<file path="config.mk">
export PLATFORM = sky130hd
export DESIGN_NAME = one_shot_timer
export DESIGN_NICKNAME = d
export VERILOG_FILES = /design/src/rtl/tmr_pkg.sv /design/src/rtl/tmr_regs.sv /design/src/rtl/tmr_prescale.sv /design/src/rtl/tmr_count.sv /design/src/rtl/one_shot_timer.sv
export SDC_FILE = /design/constraint.sdc
export NUM_CORES = 1
export LEC_CHECK = 0
export BUFFER_PORTS_ARGS = -buffer_cell sky130_fd_sc_hd__buf_2
export CORE_MARGIN = 2
export CORE_UTILIZATION = 50
export CTS_CLUSTER_DIAMETER = 60
export CTS_CLUSTER_SIZE = 40
export DETAILED_ROUTE_END_ITERATION = 7
export PLACE_DENSITY = 0.71
export REMOVE_ABC_BUFFERS = 1
export SETUP_SLACK_MARGIN = 0.15
export SYNTH_ARGS = -nofsm -noshare
export SYNTH_HDL_FRONTEND = slang
export SYNTH_SLANG_ARGS = --single-unit
</file>
<file path="constraint.sdc">
create_clock -name clk_i -period 4.3 [get_ports clk_i]
set_input_delay 0.86 -clock clk_i [delete_from_list [all_inputs] [get_ports clk_i]]
set_output_delay 0.86 -clock clk_i [all_outputs]
set_load 0.02 [all_outputs]
</file>
<file path="src/rtl/tmr_pkg.sv">
package tmr_pkg;
  localparam int unsigned OFS_CTL  = 0;
  localparam int unsigned OFS_INIT = 1;
  localparam int unsigned OFS_CUR  = 2;
  localparam int unsigned OFS_DIV  = 3;

  localparam int unsigned CTL_VEC_W    = 8;
  localparam int unsigned CTL_MASK_BIT = 16;
  localparam int unsigned CTL_MODE_LSB = 17;
  localparam int unsigned CTL_MODE_W   = 2;
  localparam int unsigned DIV_W        = 4;

  typedef struct packed {
    logic [CTL_MODE_W-1:0] mode;
    logic                  mask;
    logic [CTL_VEC_W-1:0]  vec;
  } ctl_t;

  // sel = {code[3], code[1], code[0]}; 3'b111 is divide-by-1
  function automatic logic [2:0] div_shift(input logic [2:0] sel);
    return (sel == 3'b111) ? 3'd0 : sel + 3'd1;
  endfunction
endpackage

</file>
<file path="src/rtl/tmr_regs.sv">
module tmr_regs
  import tmr_pkg::*;
#(
  parameter int unsigned DATA_W = 32,
  parameter int unsigned ADDR_W = 4
) (
  input  logic              clk_i,
  input  logic              rst_ni,
  input  logic [ADDR_W-1:0] addr_i,
  input  logic              we_i,
  input  logic [DATA_W-1:0] wdata_i,
  input  logic [DATA_W-1:0] cur_i,
  output ctl_t              ctl_o,
  output logic [DIV_W-1:0]  div_o,
  output logic              init_wr_o,
  output logic              div_wr_o,
  output logic [DATA_W-1:0] rdata_o
);
  logic [DATA_W-1:0] init_q;
  logic              ctl_wr;

  assign ctl_wr    = we_i && (addr_i == ADDR_W'(OFS_CTL));
  assign init_wr_o = we_i && (addr_i == ADDR_W'(OFS_INIT));
  assign div_wr_o  = we_i && (addr_i == ADDR_W'(OFS_DIV));

  always_ff @(posedge clk_i or negedge rst_ni) begin
    if (!rst_ni) begin
      ctl_o  <= '{mode: '0, mask: 1'b1, vec: '0};
      div_o  <= '0;
      init_q <= '0;
    end else begin
      if (ctl_wr) begin
        ctl_o.vec  <= wdata_i[CTL_VEC_W-1:0];
        ctl_o.mask <= wdata_i[CTL_MASK_BIT];
        ctl_o.mode <= wdata_i[CTL_MODE_LSB +: CTL_MODE_W];
      end
      if (div_wr_o)  div_o  <= wdata_i[DIV_W-1:0];
      if (init_wr_o) init_q <= wdata_i;
    end
  end

  always_comb begin
    rdata_o = '0;
    unique case (addr_i)
      ADDR_W'(OFS_CTL): begin
        rdata_o[CTL_VEC_W-1:0]                 = ctl_o.vec;
        rdata_o[CTL_MASK_BIT]                  = ctl_o.mask;
        rdata_o[CTL_MODE_LSB +: CTL_MODE_W]    = ctl_o.mode;
      end
      ADDR_W'(OFS_INIT): rdata_o = init_q;
      ADDR_W'(OFS_CUR):  rdata_o = cur_i;
      ADDR_W'(OFS_DIV):  rdata_o[DIV_W-1:0] = div_o;
      default:           rdata_o = '0;
    endcase
  end
endmodule

</file>
<file path="src/rtl/tmr_prescale.sv">
module tmr_prescale
  import tmr_pkg::*;
#(
  parameter int unsigned PRE_W = 7
) (
  input  logic       clk_i,
  input  logic       rst_ni,
  input  logic       restart_i,
  input  logic [2:0] sel_i,
  output logic       tick_o
);
  logic [PRE_W-1:0] pre_q;
  logic [PRE_W-1:0] limit;

  assign limit  = (PRE_W'(1) << div_shift(sel_i)) - PRE_W'(1);
  assign tick_o = (pre_q == limit) && !restart_i;

  always_ff @(posedge clk_i or negedge rst_ni) begin
    if (!rst_ni)                  pre_q <= '0;
    else if (restart_i || tick_o) pre_q <= '0;
    else                          pre_q <= pre_q + PRE_W'(1);
  end
endmodule

</file>
<file path="src/rtl/tmr_count.sv">
module tmr_count #(
  parameter int unsigned DATA_W = 32
) (
  input  logic              clk_i,
  input  logic              rst_ni,
  input  logic              load_i,
  input  logic [DATA_W-1:0] load_val_i,
  input  logic              tick_i,
  input  logic              mask_i,
  output logic [DATA_W-1:0] cur_o,
  output logic              irq_o
);
  logic step;
  assign step = tick_i && (cur_o != '0) && !load_i;

  always_ff @(posedge clk_i or negedge rst_ni) begin
    if (!rst_ni) begin
      cur_o <= '0;
      irq_o <= 1'b0;
    end else begin
      if (load_i)    cur_o <= load_val_i;
      else if (step) cur_o <= cur_o - DATA_W'(1);
      irq_o <= step && (cur_o == DATA_W'(1)) && !mask_i;
    end
  end
endmodule

</file>
<file path="src/rtl/one_shot_timer.sv">
module one_shot_timer
  import tmr_pkg::*;
#(
  parameter int unsigned DATA_W = 32,
  parameter int unsigned ADDR_W = 4,
  parameter int unsigned PRE_W  = 7
) (
  input  logic              clk_i,
  input  logic              rst_ni,
  input  logic [ADDR_W-1:0] addr_i,
  input  logic              we_i,
  input  logic [DATA_W-1:0] wdata_i,
  output logic [DATA_W-1:0] rdata_o,
  output logic              irq_o
);
  ctl_t              ctl;
  logic [DIV_W-1:0]  div_code;
  logic              init_wr, div_wr, tick, mask;
  logic [DATA_W-1:0] cur_q;

  assign mask = ctl.mask;

  tmr_regs #(.DATA_W(DATA_W), .ADDR_W(ADDR_W)) u_regs (
    .clk_i, .rst_ni, .addr_i, .we_i, .wdata_i,
    .cur_i(cur_q), .ctl_o(ctl), .div_o(div_code),
    .init_wr_o(init_wr), .div_wr_o(div_wr), .rdata_o
  );

  tmr_prescale #(.PRE_W(PRE_W)) u_pre (
    .clk_i, .rst_ni,
    .restart_i(init_wr || div_wr),
    .sel_i({div_code[3], div_code[1], div_code[0]}),
    .tick_o(tick)
  );

  tmr_count #(.DATA_W(DATA_W)) u_cnt (
    .clk_i, .rst_ni,
    .load_i(init_wr), .load_val_i(wdata_i),
    .tick_i(tick), .mask_i(mask),
    .cur_o(cur_q), .irq_o
  );
endmodule

</file>
Word level (Yosys, flattened, before mapping). Index checks and enable logic that the tools add are counted.

$add $sub $neg: 4. Equal/unequal tests: 6. Shifts and indexed selects: 1. Muxes and demuxes: 9. Reduce and logical (&&, ||, !) cells: 16.

Operators by type and width (count): 32-bit 2-to-1 mux (2); 32-bit by 1-bit equality test with 1-bit output (second input constant) (1); 32-bit nonzero test (1); 32-bit by 1-bit subtractor with 32-bit output (second input constant) (1); 13-bit case mux with 2 select lines (1); 4-bit case mux with 4 select lines (1); 8-bit case mux with 2 select lines (1); 4-bit case mux with 3 select lines (1); 3-bit case mux with 3 select lines (1); 4-bit by 2-bit equality test with 1-bit output (second input constant) (2); 1-bit logical AND (8); 7-bit by 1-bit adder with 7-bit output (second input constant) (1); 7-bit equality test (1); 7-bit 2-to-1 mux (1); 1-bit by 3-bit << shifter with 7-bit output (first input constant) (1); 7-bit by 2-bit subtractor with 7-bit output (second input constant) (1); 4-bit by 1-bit equality test with 1-bit output (second input constant) (1); 4-bit zero test (1); 3-bit by 1-bit adder with 3-bit output (second input constant) (1); 3-bit equality test (second input constant) (1); 1-bit zero test (3); 3-bit 2-to-1 mux (1); 1-bit logical OR (2); 2-bit nonzero test (1).

Register bits after elaboration: 87. Bits of input ports: 39. Output and inout bits: 33.

Depth between registers and ports, before layout. Gate-level depths: netlist (run 1).

Depth in word-level cells: 10. Depth in mapped cells: 17.

Modules after synthesis. A second synthesis (run 1) with hierarchy kept.

Cells, all modules: 474. Area, all modules: 5190.0 um^2.

By module, submodules not included: tmr_regs (times used 1, cells each 174, area each 2448.6 um^2); tmr_count (times used 1, cells each 236, area each 2113.3 um^2); tmr_prescale (times used 1, cells each 63, area each 621.8 um^2); one_shot_timer (times used 1, cells each 1, area each 6.3 um^2).

Worst setup path before layout (run 1). Ideal clock, no wire load.

Path type: register to register. Start point: reg u_regs.div_o[1]. End point: reg u_cnt.cur_o[17]. Arrival time: 3201 ps. Setup slack: 973 ps. Cell stages (with the launch flop): 17. Path buffers: 3. Clock period less this slack: 3327 ps. Cells stage by stage: dfrtp_1 > clkbuf_1 > nand2_1 > inv_1 > ha_1 > clkbuf_1 > nor2b_1 > nand2b_1 > ha_1 > xor2_1 > nand4_1 > a311oi_1 > and3_1 > clkbuf_8 > nand2_8 > mux2_1 > a221o_1.

Longest elaborated chain between the ends: 9. Elaborated cells on any way between the ends: 10. Those cells by class: 2 x add/sub; 2 x eq/ne; 1 x shift; 1 x mux; 4 x reduce/logical.

RTL lines: start, declared (RTL line tmr_regs.sv:14) `output logic [DIV_W-1:0] div_o,`; start signal, assigned (RTL line tmr_regs.sv:37) `if (div_wr_o) div_o <= wdata_i[DIV_W-1:0];`; 3-bit by 1-bit adder with 3-bit output or 3-bit equality test (tied branches) (RTL line tmr_pkg.sv:21) `return (sel == 3'b111) ? 3'd0 : sel + 3'd1;`; 3-bit 2-to-1 mux * (RTL line tmr_pkg.sv:21); 1-bit by 3-bit << shifter with 7-bit output * (RTL line tmr_prescale.sv:15) `assign limit = (PRE_W'(1) << div_shift(sel_i)) - PRE_W'(1);`; 7-bit by 2-bit subtractor with 7-bit output * (RTL line tmr_prescale.sv:15); 7-bit equality test * (RTL line tmr_prescale.sv:16) `assign tick_o = (pre_q == limit) && !restart_i;`; 1-bit logical AND * (RTL line tmr_prescale.sv:16); 1-bit logical AND * (2 in a row) (RTL line tmr_count.sv:14) `assign step = tick_i && (cur_o != '0) && !load_i;`; 2-bit nonzero test (no source line) *; end signal, assigned (RTL line tmr_count.sv:21) `if (load_i) cur_o <= load_val_i;`; end signal, assigned (RTL line tmr_count.sv:22) `else if (step) cur_o <= cur_o - DATA_W'(1);`; end, declared (RTL line tmr_count.sv:10) `output logic [DATA_W-1:0] cur_o,`.

Mark *: on every way between the ends. The rest lies on a longest branch, timed or not. A chain may end at the register's enable or synchronous reset.

Final worst setup path (run 1).
Start point: reg u_regs.div_o[1]. End point: reg u_cnt.cur_o[28].

Same word-level chain as after synthesis.

==> results_dict.tcl, run 1 <==
set metrics [dict create \
    post-dp-hpwl_um 8455 \
    grt_usage_pct 23.45 \
    cts_buffers 9 \
    vias_per_cell 5.699 \
    seq_area_frac_synth_pct 44.02 \
    r2r_start "u_regs.div_o[1]" \
    avgRoutedWirePerCell_um 16.43 \
    maxSlewHeadroom_pct 26.94 \
    r2r_setup_slack_ns 0.53 \
    pre_cts_slack_ns 0.6271 \
    grt_pass1_vias 3922 \
    netlist.top_cell.by_area "dfrtp_1" \
    powerDensity_nw_per_um2 461.1 \
    skew_ns 0.006702 \
    n_fill_cell 861 \
    register_area_um2 2178 \
    path_max_fanout 15 \
    area_growth_pct 12.64 \
    diodes 0 \
    slew_viol_final 0 \
    vdd_drop_max_mv 0.2768 \
    htree_num_levels 3 \
    regToRegEndpoint "u_cnt.cur_o[28]" \
    gp_routability_congestion 0.8314 \
    ys_warn_count 0 \
    hold_class "reg2reg" \
    critPathLaunch "u_regs.div_o[1]" \
    drt-initial-drc-count 209 \
    cts_setup_buffers 0 \
    hold_buffers 0 \
    setup_viol 0 \
    port_buffers 71 \
    drcViolationCount 0 \
    nNetsFinal 636 \
    synth_top_area_share_pct 43.49 \
    vias 4149 \
    tns_ns 0 \
    finalWirelength_um 11960 \
    io_pins 72 \
    grt_pass1_wl_um 19460 \
    startpoint_type "flop" \
    synthArstFlopShare_pct 100.0 \
    crit_path_end "u_cnt.cur_o[28]" \
    clk_pin_slew_worst_paths_ns 0.08 \
    rsz0062_at_grt "false" \
    p_leak_nw 2.685 \
    ys_top_cells_by_area "dfrtp_1, nand2_1, mux2_2" \
    yosys_register_bits 87 \
    worstMarginPinSlew_ns 1.096 \
    synth_area_um2 4948 \
    synth_area_per_cell_um2 9.319 \
    endpoint_kind "flop" \
    fin_crit_ns 3.775 \
    rows 36 \
    drive_gt1_share_pct 21.18 \
    cts_resized 0 \
    ctsLongestPathBuffers 2 \
    cts_tree "yes" \
    clock_latency_ns 0.36 \
    multi_input_area_um2 2605 \
    status "finished clean" \
    synth_ff_type "dfrtp_1" \
    drv_cap 0 \
    critPathRequiredTime_ns 4.55 \
    die_h_um 103.5 \
    grt_max_degree 88 \
    core_area_um2 9684 \
    max_freq_ghz 0.2649 \
    fp.dieW_um 103.5 \
    arrival_ns 4.03 \
    period_share_pct 87.79 \
    antenna_found_initial 0 \
    ant_nets 0 \
    syn_inst 531 \
    critPathKind "reg2reg" \
    overflow 0 \
    clock_sinks 87 \
    initial_core_util_pct 51.10 \
    synth_edf_count 0 \
    firstDrtPassIters 5 \
    r2r_cells 14 \
    root_buffer "clkbuf_8" \
    hold_viol 0 \
    die-area_um2 10710 \
    finalWorstSetupSlack_ns 0.5251 \
    synthDistinctLibCells 68 \
]
==> where the power goes <==
part | switching, W | internal (W) | leakage [nW] | total (W)
combinational | 0.000426 | 0.000359 | 1.52 | 0.000785
sequential | 0.000226 | 0.00102 | 1.08 | 0.00125
clock | 0.000294 | 0.000241 | 0.0894 | 0.000534
total | 0.000947 | 0.00162 | 2.69 | 0.00257
==> cells in the mapped netlist, types with 3 or more instances <==
library cell / number
a21o_1: 5
a21oi_1: 11
a221o_1: 4
a22o_1: 21
a31oi_1: 6
and2_1: 9
and3_1: 6
buf_1: 5
clkbuf_1: 20
dfrtp_1: 86
ha_1: 7
inv_1: 8
mux2_2: 17
mux2i_1: 13
mux4_2: 4
nand2_1: 112
nand2b_1: 4
nand3_1: 14
nand4_1: 9
nor2_1: 42
nor2b_1: 8
nor3_1: 13
nor4_1: 6
o211ai_1: 4
o21ai_0: 10
o21ai_1: 11
o31ai_1: 3
or3_1: 6
xnor2_1: 9
xor2_1: 14
==> cell type report <==
cell class                      instances  area share, %
Multi-Input combinational cell        405          46.73
Clock buffer                           13          2.851
Inverter                                8         0.5387
Sequential cell                        87          39.08
Clock inverter                          3         0.3143
Timing Repair Buffer                   79          7.497
Tap cell                              133          2.985
==> per-stage QoR <==
stage	hold slack [ns]	instances	total power [W]	util [%]	area [µm²]
5_1_grt	0.5111	728	0.002732	57.56	5574
4_1_cts	0.4838	728	0.002576	57.56	5574
2_1_floorplan	0.4409	500	0.001790	-	4798
6_report	0.4801	728	0.002570	57.56	5574
3_5_place_dp	0.4630	712	0.002044	55.74	5398
3_3_place_gp	0.4569	712	0.002011	55.74	5398
==> state kept, by name (all words and copies together), names as in the netlist <==
| name | count |
|---|---|
| u_cnt.cur_o | 32 |
| u_regs.init_q | 32 |
| u_regs.ctl_o | 11 |
| u_pre.pre_q | 7 |
| u_regs.div_o | 4 |
| u_cnt.irq_o | 1 |
==> cells in the final DEF (no fill, tap or decap), types with 7 or more instances in the layout <==
| cell | instances |
|---|---|
| mux2i_1 | 13 |
| nand4_1 | 9 |
| a21oi_1 | 11 |
| xnor2_1 | 9 |
| nor2b_1 | 8 |
| clkbuf_8 | 11 |
| nand3_1 | 14 |
| nor3_1 | 13 |
| ha_1 | 7 |
| a22o_1 | 21 |
| nand2_1 | 111 |
| nor2_1 | 41 |
| buf_2 | 70 |
| o21ai_1 | 11 |
| dfrtp_1 | 86 |
| xor2_1 | 14 |
| o21ai_0 | 10 |
| buf_4 | 9 |
| inv_1 | 8 |
| mux2_2 | 17 |
| and2_1 | 9 |
==> worst max-delay path, stage by stage, from the launching register on <==
cell and delay, ns:
dfrtp_1 0.52, nand2_1 0.14, inv_1 0.06, ha_1 0.43, nor2b_1 0.21, nand2b_1 0.07, ha_1 0.28, xor2_1 0.16
nand4_1 0.12, a311oi_1 0.35, and3_1 0.47, buf_4 0.27, nand4_1 0.20, mux2i_1 0.17, or2_1 0.22
==> how the worst min path moves through the flow <==
stage	slack, ns	start	cells after the start	to
after floorplan	0.44	u_regs.init_q[2]	2	u_regs.init_q[2]
after global placement	0.46	u_regs.init_q[7]	2	u_regs.init_q[7]
after detailed placement	0.46	u_regs.init_q[3]	2	u_regs.init_q[3]
after CTS	0.48	u_regs.init_q[23]	2	u_regs.init_q[23]
after global routing	0.51	u_regs.init_q[11]	2	u_regs.init_q[11]
final	0.48	u_regs.init_q[23]	2	u_regs.init_q[23]
==> layer usage <==
metal,share of wire [%],routed length [µm],global-route usage (%)
met2,47,5580,36.13
met3,4.4,528,4.099
met4,1.4,173,7.287
met5,0,0,0
met1,47,5677,33.94
==> kinds of logic after synthesis <==
logic type,after synthesis,synth area share (%)
compound gates,90,13.10
mux,35,8.546
xor+xnor,23,4.071
buf+inv,39,3.641
fa+ha+maj,7,1.770
simple gates,250,24.85
flops,87,44.02
(Power assumes the default switching activity.)
==> inputs of run 2 (changes only) <==
--- a/config.mk
+++ b/config.mk
@@ -5,7 +5,7 @@
 export SDC_FILE = /design/constraint.sdc
 export NUM_CORES = 1
 export LEC_CHECK = 0
-export BUFFER_PORTS_ARGS = -buffer_cell sky130_fd_sc_hd__buf_2
+export BUFFER_PORTS_ARGS = -buffer_cell sky130_fd_sc_hd__buf_4
 export CORE_MARGIN = 2
 export CORE_UTILIZATION = 50
 export CTS_CLUSTER_DIAMETER = 60
==> run 2 against run 1 <==
Net effect:
- wire length grew 0.40%
- sequential share of layout area shrank 1.4 points
- largest power group unchanged
- register-to-register slack gained 0.04 ns
- clock power grew 11%
- clock skew grew 0.0055 ns
- critical path type unchanged
- critical path depth shrank 1
- non-clock buffer count is the same
- setup slack gained 0.038 ns
- combinational power grew 3.4%
- largest cell class unchanged
- core utilization grew 2.2 points
- sequential power is essentially flat
- global-route usage grew 0.58 points
- highest routed layer unchanged
- critical endpoint is now u_cnt.cur_o[17]
==> results_dict.tcl, run 2 (synthesis gave the netlist of run 1 again) <==
set metrics [dict create \
    r2r_cells 13 \
    setup_viol 0 \
    worstMarginPinSlew_ns 1.114 \
    r2r_setup_slack_ns 0.56 \
    status "finished clean" \
    grt_max_degree 88 \
    cp_slowest_cell "dfrtp_1" \
    startpoint_type "flop" \
    drv_cap 0 \
    hold_viol 0 \
    cts_buffers 9 \
    finalWirelength_um 12010 \
    core_area_um2 9684 \
    overflow 0 \
    drive_gt1_share_pct 21.34 \
    cpLargestDelayFamily "compound AO/OA/AOI/OAI gates" \
    avgRoutedWirePerCell_um 16.49 \
    arrival_ns 3.99 \
    clock_latency_ns 0.36 \
    endpoint_kind "flop" \
    clk_pin_slew_worst_paths_ns 0.09 \
    r2r_start "u_regs.div_o[1]" \
    tns_ns 0 \
    min-delay-start "u_regs.init_q[15]" \
    final_common_cell "nand2_1" \
    n_fill_cell 853 \
    io_pins 72 \
    post-dp-hpwl_um 8524 \
    powerDensity_nw_per_um2 459.0 \
    die-area_um2 10710 \
    fin_crit_ns 3.737 \
    critPathKind "reg2reg" \
    critPathRequiredTime_ns 4.55 \
    largestRegisters "u_cnt.cur_o x32, u_regs.init_q x32, u_regs.ctl_o x11" \
    p_leak_nw 2.728 \
    fp.dieW_um 103.5 \
    grt_pass1_vias 3899 \
    clock_sinks 87 \
    diodes 0 \
    hold_class "reg2reg" \
    hold_buffers 0 \
    firstDrtPassIters 4 \
    fin_area_um2 5788 \
    rows 36 \
    initial_core_util_pct 51.10 \
    drt-initial-drc-count 230 \
    antenna_found_initial 0 \
    vias 4136 \
    cts_tree "yes" \
    vdd_drop_max_mv 0.1953 \
    cts_resized 0 \
    slew_viol_final 0 \
    die_h_um 103.5 \
    max_freq_ghz 0.2676 \
    grt_pass1_wl_um 19840 \
    path_buf_inv 1 \
    critPathMaxStageDelay_ns 0.52 \
    cts_setup_buffers 0 \
    layout_common_cells "nand2_1, dfrtp_1, buf_4" \
    cp_cell_sequence "nand2_1 > inv_1 > ha_1 > nor2b_1 > nand2b_1 > ha_1 > nor2b_1 > a211o_1 > a31oi_1 > o21a_1 > nand2_8 > mux2_1 > a221o_1" \
    dpl_cell_area_um2 5583 \
    hold_depth 2 \
    nNetsFinal 636 \
    grt_usage_pct 24.03 \
    regToRegEndpoint "u_cnt.cur_o[17]" \
    ant_nets 0 \
    area_growth_pct 16.97 \
    hold_end "u_regs.init_q[15]" \
    drcViolationCount 0 \
    vias_per_cell 5.681 \
    period_share_pct 86.90 \
    skew_ns 0.01220 \
    path_max_fanout 17 \
    ctsLongestPathBuffers 2 \
    critPathLaunch "u_regs.div_o[1]" \
    gp_routability_congestion 0.8828 \
    maxSlewHeadroom_pct 25.72 \
    rsz0062_at_grt "false" \
    htree_num_levels 3 \
    root_buffer "clkbuf_8" \
    port_buffers 71 \
]
==> run 2: changes by cell type in the layout (fill, tap and decap cells not counted), sizes merged <==
cell	previous run	this run
clkbuf	13	10
bufinv	0	1
clkinvlp	1	2
inv	8	9
==> run 2: worst register-to-register path, stage by stage (launching register included) <==
cell and delay, ns:
dfrtp_1 0.52, nand2_1 0.15, inv_1 0.07, ha_1 0.42
nor2b_1 0.21, nand2b_1 0.08, ha_1 0.23, nor2b_1 0.17
a211o_1 0.30, a31oi_1 0.23, o21a_1 0.45, nand2_8 0.17
mux2_1 0.35, a221o_1 0.29
==> run 2: final cells by class <==
type	instances	area [µm²]	area share, %
Clock inverter	6	67.56	1.167
Multi-Input combinational cell	405	2603	44.96
Clock buffer	10	137.6	2.378
Sequential cell	87	2178	37.64
Inverter	8	30.03	0.5188
Timing Repair Buffer	79	605.6	10.46
Tap cell	133	166.4	2.875
==> run 2: how the worst max path moves through the flow <==
stage                      endpoint  slack (ns)  cells after the start
floorplan           u_cnt.cur_o[17]       -0.41                      5
global placement    u_cnt.cur_o[19]        0.77                     14
detailed placement  u_cnt.cur_o[19]        0.61                     14
CTS                 u_cnt.cur_o[19]        0.59                     14
global route        u_cnt.cur_o[19]        0.25                     14
finish              u_cnt.cur_o[17]        0.56                     13
==> run 2: metal layers <==
layer,share of wire (%),track usage (%)
met4,1.1,8.300
met1,48,34.90
met3,3.7,2.419
met2,48,37.82
met5,0,0
==> run 2: per-stage QoR <==
stage / total power, W / util [%] / setup slack, ns / hold slack (ns) / std cells
after floorplan: 0.001790 / - / -0.4093 / 0.4409 / 500
after global placement: 0.002025 / 57.65 / 0.7729 / 0.4579 / 712
after detailed placement: 0.002072 / 57.65 / 0.6146 / 0.4628 / 712
after CTS: 0.002663 / 59.77 / 0.5919 / 0.4845 / 728
after global routing: 0.002830 / 59.77 / 0.2549 / 0.5038 / 728
final: 0.002657 / 59.77 / 0.5633 / 0.4841 / 728
==> run 2: report_power, final <==
part           internal, W  switching [W]
sequential         0.00102       0.000228
clock             0.000286       0.000308
combinational     0.000378       0.000433
